===== config.mk =====
export PLATFORM = sky130hd
export DESIGN_NAME = stct_tracker
export DESIGN_NICKNAME = d
export VERILOG_FILES = /design/src/rtl/stct_pkg.sv /design/src/rtl/stct_pick.sv /design/src/rtl/stct_entry.sv /design/src/rtl/stct_tracker.sv
export SDC_FILE = /design/constraint.sdc
export NUM_CORES = 1
export LEC_CHECK = 0
export BUFFER_PORTS_ARGS = -buffer_cell sky130_fd_sc_hd__buf_2
export CORE_MARGIN = 3
export CORE_UTILIZATION = 45
export DETAILED_ROUTE_END_ITERATION = 10
export GPL_TIMING_DRIVEN = 0
export SETUP_SLACK_MARGIN = 0.1
export SYNTH_ARGS = -nofsm -noshare
export SYNTH_HDL_FRONTEND = slang
export SYNTH_SLANG_ARGS = --single-unit

===== constraint.sdc =====
create_clock -name clk -period 3.24 [get_ports clk]
set_clock_uncertainty 0.05 [all_clocks]
set_input_delay 0.324 -clock clk [delete_from_list [all_inputs] [get_ports clk]]
set_output_delay 0.324 -clock clk [all_outputs]
set_load 0.05 [all_outputs]

===== src/rtl/stct_pkg.sv =====
package stct_pkg;
  typedef enum logic [1:0] {
    CNT_HOLD = 2'd0,
    CNT_UP   = 2'd1,
    CNT_DOWN = 2'd2
  } cnt_op_e;

  // A simultaneous increment and decrement cancel out.
  function automatic cnt_op_e count_op(input logic up, input logic down);
    if (up && !down)      return CNT_UP;
    else if (down && !up) return CNT_DOWN;
    else                  return CNT_HOLD;
  endfunction
endpackage


===== src/rtl/stct_pick.sv =====
module stct_pick #(
  parameter int N = 4
) (
  input  logic [N-1:0] req_i,
  output logic [N-1:0] gnt_o,
  output logic         any_o
);
  function automatic logic [N-1:0] lowest_set(input logic [N-1:0] v);
    return v & (~v + N'(1));
  endfunction

  assign gnt_o = lowest_set(req_i);
  assign any_o = |req_i;
endmodule


===== src/rtl/stct_entry.sv =====
module stct_entry #(
  parameter int SEQ_W  = 8,
  parameter int PORT_W = 4,
  parameter int TAG_W  = 8,
  parameter int CNT_W  = 3
) (
  input  logic              clk,
  input  logic              rst_n,
  input  logic              alloc_i,
  input  logic              inc_i,
  input  logic              dec_i,
  input  logic              release_i,
  input  logic [SEQ_W-1:0]  seq_i,
  input  logic [PORT_W-1:0] port_i,
  input  logic [TAG_W-1:0]  tag_i,
  output logic              busy_o,
  output logic              drain_o,
  output logic              full_o,
  output logic [SEQ_W-1:0]  seq_o,
  output logic [PORT_W-1:0] port_o,
  output logic [TAG_W-1:0]  tag_o
);
  import stct_pkg::*;

  localparam logic [CNT_W-1:0] CNT_ONE = CNT_W'(1);
  localparam logic [CNT_W-1:0] CNT_MAX = {CNT_W{1'b1}};

  logic             busy_q;
  logic [CNT_W-1:0] cnt_q;

  function automatic logic [CNT_W-1:0] step_count(input logic [CNT_W-1:0] c,
                                                  input cnt_op_e op);
    case (op)
      CNT_UP:   return c + CNT_ONE;
      CNT_DOWN: return c - CNT_ONE;
      default:  return c;
    endcase
  endfunction

  always_ff @(posedge clk or negedge rst_n) begin
    if (!rst_n) begin
      busy_q <= 1'b0;
      cnt_q  <= '0;
      seq_o  <= '0;
      port_o <= '0;
      tag_o  <= '0;
    end else if (alloc_i) begin
      busy_q <= 1'b1;
      cnt_q  <= CNT_ONE;
      seq_o  <= seq_i;
      port_o <= port_i;
      tag_o  <= tag_i;
    end else if (release_i) begin
      busy_q <= 1'b0;
      cnt_q  <= '0;
    end else if (busy_q) begin
      cnt_q <= step_count(cnt_q, count_op(inc_i, dec_i));
    end
  end

  assign busy_o  = busy_q;
  assign drain_o = busy_q && (cnt_q == '0);
  assign full_o  = busy_q && (cnt_q == CNT_MAX);
endmodule


===== src/rtl/stct_tracker.sv =====
module stct_tracker #(
  parameter int ENTRIES = 4,
  parameter int SEQ_W   = 8,
  parameter int PORT_W  = 4,
  parameter int TAG_W   = 8,
  parameter int CNT_W   = 3
) (
  input  logic              clk,
  input  logic              rst_n,
  input  logic              add_valid,
  output logic              add_ready,
  input  logic [SEQ_W-1:0]  add_seq,
  input  logic [PORT_W-1:0] add_port,
  input  logic [TAG_W-1:0]  add_tag,
  input  logic              ack_valid,
  input  logic [SEQ_W-1:0]  ack_seq,
  output logic              ack_err,
  output logic              done_valid,
  input  logic              done_ready,
  output logic [PORT_W-1:0] done_port,
  output logic [TAG_W-1:0]  done_tag
);
  logic [ENTRIES-1:0] busy, drain, full;
  logic [ENTRIES-1:0] add_hit, add_wait, ack_hit, free_slot;
  logic [ENTRIES-1:0] alloc_gnt, pick_gnt, sel, lock_q;
  logic [ENTRIES-1:0] inc_vec, dec_vec, alloc_vec, rel_vec;
  logic               any_free, any_drain, any_add_hit, add_fire, ack_err_q;
  logic [SEQ_W-1:0]   seq_q  [ENTRIES];
  logic [PORT_W-1:0]  port_q [ENTRIES];
  logic [TAG_W-1:0]   tag_q  [ENTRIES];

  for (genvar g = 0; g < ENTRIES; g++) begin : g_slot
    stct_entry #(
      .SEQ_W(SEQ_W), .PORT_W(PORT_W), .TAG_W(TAG_W), .CNT_W(CNT_W)
    ) u_entry (
      .clk       (clk),
      .rst_n     (rst_n),
      .alloc_i   (alloc_vec[g]),
      .inc_i     (inc_vec[g]),
      .dec_i     (dec_vec[g]),
      .release_i (rel_vec[g]),
      .seq_i     (add_seq),
      .port_i    (add_port),
      .tag_i     (add_tag),
      .busy_o    (busy[g]),
      .drain_o   (drain[g]),
      .full_o    (full[g]),
      .seq_o     (seq_q[g]),
      .port_o    (port_q[g]),
      .tag_o     (tag_q[g])
    );
    assign add_hit[g]   = busy[g] && !drain[g] && (seq_q[g] == add_seq);
    assign add_wait[g]  = drain[g] && (seq_q[g] == add_seq);
    assign ack_hit[g]   = busy[g] && !drain[g] && (seq_q[g] == ack_seq);
    assign free_slot[g] = !busy[g];
  end

  stct_pick #(.N(ENTRIES)) u_free_pick (
    .req_i (free_slot),
    .gnt_o (alloc_gnt),
    .any_o (any_free)
  );

  stct_pick #(.N(ENTRIES)) u_done_pick (
    .req_i (drain),
    .gnt_o (pick_gnt),
    .any_o (any_drain)
  );

  // Registration side
  assign any_add_hit = |add_hit;
  assign add_ready   = !(|add_wait) &&
                       (any_add_hit ? !(|(add_hit & full)) : any_free);
  assign add_fire    = add_valid && add_ready;
  assign inc_vec     = {ENTRIES{add_fire}} & add_hit;
  assign alloc_vec   = {ENTRIES{add_fire && !any_add_hit}} & alloc_gnt;

  // Confirmation side
  assign dec_vec = {ENTRIES{ack_valid}} & ack_hit;

  always_ff @(posedge clk or negedge rst_n) begin
    if (!rst_n) ack_err_q <= 1'b0;
    else        ack_err_q <= ack_valid && !(|ack_hit);
  end
  assign ack_err = ack_err_q;

  // Completion side: a stalled offer is locked until taken
  assign sel        = (|lock_q) ? lock_q : (any_drain ? pick_gnt : '0);
  assign done_valid = |sel;
  assign rel_vec    = sel & {ENTRIES{done_ready}};

  always_ff @(posedge clk or negedge rst_n) begin
    if (!rst_n)                         lock_q <= '0;
    else if (done_valid && !done_ready) lock_q <= sel;
    else                                lock_q <= '0;
  end

  always_comb begin
    done_port = '0;
    done_tag  = '0;
    for (int i = 0; i < ENTRIES; i++) begin
      if (sel[i]) begin
        done_port = done_port | port_q[i];
        done_tag  = done_tag | tag_q[i];
      end
    end
  end
endmodule


# Word-level counts from Yosys, hierarchy flattened
# Cells that the tools add are included.
# op_classes
eq_ne	20
addsub	10
reduce_logical	86
n_bitwise	15
muxes	56
# op_table
op	count
8-bit equality test	8
2-bit two-way mux	20
1-bit logical AND	37
3-bit two-way mux	12
8-bit two-way mux	4
4-bit OR reduction	8
4-bit AND	7
4-bit two-way mux	7
8-bit OR	3
3-bit one-hot mux with 2 select lines	4
1-bit logical NOT	21
4-bit nonzero test	4
3-bit by 1-bit adder with 3-bit output, second input constant	4
3-bit equality test, second input constant	4
3-bit logical NOT	4
4-bit OR	3
3-bit nonzero test	4
3-bit by 1-bit subtractor with 3-bit output, second input constant	4
1-bit two-way mux	9
4-bit by 1-bit adder with 4-bit output, second input constant	2
2-bit by 1-bit equality test with 1-bit output, second input constant	4
2-bit equality test, second input constant	4
4-bit NOT	2
2-bit AND reduction	4
2-bit nonzero test	4
# word_totals
wordCells	209
inputBits	33
out_inout_bits	15
ff_bits	101

# Logic depth before layout (Yosys ltp)
# depth
depth_word	24
mapped_depth	13
ltp_nobuf	12

# Modules after synthesis
# A second synthesis with hierarchy kept.
# hier_totals
cells_unflattened	449
hier_area_um2	5561.6
# modules_own_cells
module	cells_each	area_each_um2	n_inst
stct_entry	64	997.2	4
stct_tracker	183	1492.7	1
stct_pick	5	40.0	2

# Worst setup path before layout
# Ideal clock, no wire load.
# synth_path
path_type	reg2reg
startpoint	reg g_slot[1].u_entry.cnt_q[0]
endpoint	reg g_slot[0].u_entry.cnt_q[2]
arrival_time_ns	2.826
setup_time_ns	0.120
stages_incl_launch_ff	13
path_buffers	0
slack_ns	0.245
t_required_ns	3.070
path_cell_list	dfrtp_1 and3_1 o21ai_0 nor3_1 a2111oi_4 and2_2 nand4_1 ha_1 fa_1 xor2_1 nand2_1 xnor2_1 and3_1
# synth_between
elab_chain_len	24
elab_cells_between_ends	42
cone_classes	eq/ne: 3; mux: 12; bitwise: 4; reduce/logical: 23
# synth_rtl
item	line	source
from (decl)	stct_entry.sv:29	logic [CNT_W-1:0] cnt_q;
from (signal assigned)	stct_entry.sv:57	cnt_q <= step_count(cnt_q, count_op(inc_i, dec_i));
3-bit logical NOT	stct_entry.sv:62	assign drain_o = busy_q && (cnt_q == '0);
1-bit logical AND	stct_entry.sv:62	
1-bit logical NOT	stct_tracker.sv:52	assign add_hit[g] = busy[g] && !drain[g] && (seq_q[g] == add_seq);
1-bit logical AND (2 in a row)	stct_tracker.sv:52	
4-bit AND	stct_tracker.sv:73	(any_add_hit ? !(|(add_hit & full)) : any_free);
4-bit OR reduction	stct_tracker.sv:73	
1-bit logical NOT	stct_tracker.sv:73	
1-bit two-way mux	stct_tracker.sv:73	
[... 7 more ...]	-	
2-bit two-way mux	stct_entry.sv:56	end else if (busy_q) begin
2-bit two-way mux	stct_entry.sv:53	end else if (release_i) begin
2-bit two-way mux	stct_entry.sv:47	end else if (alloc_i) begin
2-bit equality test / 2-bit by 1-bit equality test with 1-bit output (equally long branches)	stct_entry.sv:33	case (op)
3-bit one-hot mux with 2 select lines	stct_entry.sv:33	
3-bit two-way mux	stct_entry.sv:56	
3-bit two-way mux	stct_entry.sv:53	
3-bit two-way mux	stct_entry.sv:47	
to (signal assigned)	stct_entry.sv:57	
to (decl)	stct_entry.sv:29	
# Several ways; a longest one is shown, not always the timed one. The select of a mux whose other input is x is not followed.
# A chain may end at the register's enable or synchronous reset.

# Worst setup path in the final report
# layout_path
startpoint	reg g_slot[2].u_entry.cnt_q[0]
endpoint	reg g_slot[0].u_entry.cnt_q[2]
# layout_between
elab_chain_len	24
elab_cells_between_ends	42
cone_classes	eq/ne: 3; mux: 12; bitwise: 4; reduce/logical: 23
# layout_rtl
item	line
from (decl)	stct_entry.sv:29
from (signal assigned)	stct_entry.sv:57
3-bit logical NOT	stct_entry.sv:62
1-bit logical AND	stct_entry.sv:62
1-bit logical NOT	stct_tracker.sv:52
1-bit logical AND (2 in a row)	stct_tracker.sv:52
4-bit AND	stct_tracker.sv:73
4-bit OR reduction	stct_tracker.sv:73
1-bit logical NOT	stct_tracker.sv:73
1-bit two-way mux	stct_tracker.sv:73
[... 7 more ...]	-
2-bit two-way mux	stct_entry.sv:56
2-bit two-way mux	stct_entry.sv:53
2-bit two-way mux	stct_entry.sv:47
2-bit equality test / 2-bit by 1-bit equality test with 1-bit output (equally long branches)	stct_entry.sv:33
3-bit one-hot mux with 2 select lines	stct_entry.sv:33
3-bit two-way mux	stct_entry.sv:56
3-bit two-way mux	stct_entry.sv:53
3-bit two-way mux	stct_entry.sv:47
# Several ways; a longest one is shown, not always the timed one. The select of a mux whose other input is x is not followed.

==> metrics.txt <==
CTS Buf Count=9; Die ar.=13460 µm²; register area share after synthesis=0.4640; max frequency=0.3343 GHz; antenna fix cells=0; post-synthesis mux area share=0.1732; Worst VDD drop=0.0006479 V; Clock Path Buffers=2; Vias=3538; Internal=3.867 mW; Synth Area in XOR/XNOR=0.1222; Post-synth top cells=dfrtp_1 (101), mux2_2 (82), xnor2_1 (60); area of the multi-input gates=2706 µm²; H-tree Lvls=3; routability congestion estimate=0.8273; CP Capture Type=flip-flop; first-pass GRT wire length=19560 µm; Final #Nets=540; grt ovf=0; measured slew at the worst slew-check pin=0.6318 ns; Synth area leader=dfrtp_1; post-synthesis adder-cell area fraction=0.02389; I/O pin cnt=48; Clk Latency, worst-skew pair=0.35 ns; Clock Pin Slew Worst Setup and Hold Paths=0.07 ns; most frequent CP cell=and3_1; LEAKAGE=2.626 nW; most common cell in the synthesized netlist=dfrtp_1; final setup vio count=0; Area growth syn-to-layout=13.12%; complex-gate fraction of the synthesized area=0.04847; HPWL after DPL=8711 µm; row cnt=39; Psw=2.915 mW; Die Span X=116.0 µm; largest family of logic cells by synthesized area=multiplexers; post-synthesis simple-gate area fraction=0.1241; Pwr per Cell Area=1101 nW/µm²; Clock Power Share=0.165; WS Path Type=flip-flop to flip-flop; total power=6.782 mW; starting density of the core=0.4690; synth unique cells=43; share of cells above drive strength 1=0.3294; Final Critical Period=2.991 ns; Total Wirelength=12040 µm; Synth Flop Type=dfrtp_1; Die Ht=116.0 µm; cell count after synthesis=456; Combinational Power Share=0.493; average instance area after synthesis=11.94 µm²; crit-path max cell delay=0.45 ns; Synth async-reset ratio=1.000; Core ar.=11610 µm²; synth top area cells=dfrtp_1 (46%), mux2_2 (17%), xnor2_1 (9.6%); cells along the critical path=and3_1 -> o21ai_0 -> nor3_1 -> a2111oi_4 -> and2_4 -> nand4_1 -> ha_1 -> fa_1 -> xor2_1 -> nand2_1 -> xnor2_1 -> and3_1; flops & latches, synth=101; Max Slew Vio Count=0; CP bufs+invs=0; Net Count, Synth=497; sequential power share=0.343; critical path fanouts, max=4; Final Hold Fails=0; Num Clock Sinks=101; CTS root buf=clkbuf_16; CP startpoint kind=flip-flop; vias per cell=5.468; slowest CP cell=dfrtp_1; DRC violations left=0; initial antenna violation count=0; GRT Total Usage=0.1923; Critical Path RT=3.43 ns; dpl cells=629; # Max-Cap Violations=0; RSZ-0062 raised after global routing=no; synth warn=0; vias in the first global route=3621; storage element area=2529 µm²; CTS tree=yes; final std cells w/o fill=647; Top Family by Delay on Critical Path=simple AND/OR/NAND/NOR gates; Sw Share=0.4298; Final ANT Viol Nets=0; Hold Path Class=input port to flip-flop; Synth top area share=0.4640; outcome=completed; Util after Layout=0.5305; Detailed Routing Iterations Pass 1=4; Initial DRC Count=203; wire length per cell=18.61 µm; critical path arrival=3.18 ns; Max-slew headroom=0.5788; Post-synth EDFFs=0; largest net degree at the start of global routing=63; mapped cell area=5446 µm²; Tcrit/Tclk final=0.9231; fillcell total=1074; IO buf count=29
repair_timing:
action                                 4_1_cts  5_1_grt
endpoints found under the hold margin       39        0
gates cloned                                 0        0
pin swaps                                    1        0
hold buffers                                 1        0
buffers inserted                             1        0
setup endpoints to repair                   16       13
resized for setup                            3        8
path summary, 6_finish.rpt:
path                                        startpoint                     endpoint  slack, ns  cells past startpoint
setup / recovery            g_slot[2].u_entry.cnt_q[0]   g_slot[0].u_entry.cnt_q[2]       0.25                     12
hold reg to reg            g_slot[3].u_entry.port_o[1]  g_slot[3].u_entry.port_o[1]       0.46                      1
setup reg to reg            g_slot[2].u_entry.cnt_q[0]   g_slot[0].u_entry.cnt_q[2]       0.25                     12
min in group asynchronous                        rst_n   g_slot[3].u_entry.cnt_q[0]       0.46                      2
hold / removal                              add_tag[6]   g_slot[1].u_entry.tag_o[6]       0.20                      2
max in group asynchronous                        rst_n  g_slot[1].u_entry.port_o[2]       1.99                      3
per-stage QoR:
stage / worst slack [ns] / hold slack [ns] / cell area (µm²) / setup TNS (ns)
final: 0.2490 / 0.1983 / 6161 / 0
after global placement: -0.06228 / 0.4366 / 5771 / -0.09868
after floorplan: 0.2449 / -0.02159 / 5446 / 0
after global routing: 0.09585 / 0.1873 / 6161 / 0
after CTS: 0.1484 / 0.1808 / 6141 / 0
after detailed placement: -0.07990 / 0.3020 / 5801 / -0.1275
routing by layer:
| metal | up-vias | track usage | share of wire |
|---|---|---|---|
| li1 | 1695 | - | - |
| met5 | - | 0 | 0 |
| met3 | 11 | 0.05013 | 0.038 |
| met1 | 1787 | 0.2749 | 0.49 |
| met2 | 45 | 0.2919 | 0.46 |
| met4 | 0 | 0.05104 | 0.010 |
state kept, by name, indices dropped and copies added (netlist names):
name                   cells
g_slot.u_entry.seq_o      32
g_slot.u_entry.tag_o      32
g_slot.u_entry.port_o     16
g_slot.u_entry.cnt_q      12
g_slot.u_entry.busy_o      4
lock_q                     4
ack_err                    1
final cells by class:
type	instances	share of cell area
Timing Repair Buffer	32	0.03128
Tap cell	143	0.02904
Sequential cell	101	0.4104
Inverter	1	0.0006093
Clock buffer	12	0.04163
Clock inverter	4	0.008936
Buffer	31	0.03879
Multi-Input combinational cell	323	0.4393
cell families (layout without fill, tap and decap cells):
| kind of cell | Yosys count | after routing |
|---|---|---|
| and+or+nand+nor | 126 | 126 |
| DFF | 101 | 101 |
| muxes | 84 | 84 |
| xor gates and xnor gates | 76 | 76 |
| buffers and inverters | 32 | 80 |
| AOI/OAI and AO/OA | 29 | 29 |
| adders and majority gates | 8 | 8 |
layout by cell type (no fill, tap or decap), types with 5 or more instances in the layout:
master     Yosys  routed
a222oi_1      12      12
and3_1         9       9
buf_2          3      32
buf_4          5       7
buf_6          5       5
clkbuf_1      11      10
clkbuf_16      0       9
clkbuf_8       6       8
dfrtp_1      101     100
mux2_2        82      82
nand2_1       47      47
nand4_1       16      16
nor2_1         5       5
nor2b_1        8       8
nor3_1        17      13
nor4_1         6       6
o21ai_0        5       5
xnor2_1       60      60
xor2_1        16      16
power groups by stage:
stage	combinational [mW]	sequential (mW)	clock, mW
2_1_floorplan	2.65	2.22	0
5_1_grt	3.62	2.41	1.20
4_1_cts	3.36	2.32	1.16
3_5_place_dp	3.34	2.33	0
6_report	3.34	2.32	1.12
3_3_place_gp	3.29	2.31	0
Note: power is estimated with default switching activity, not from simulation.
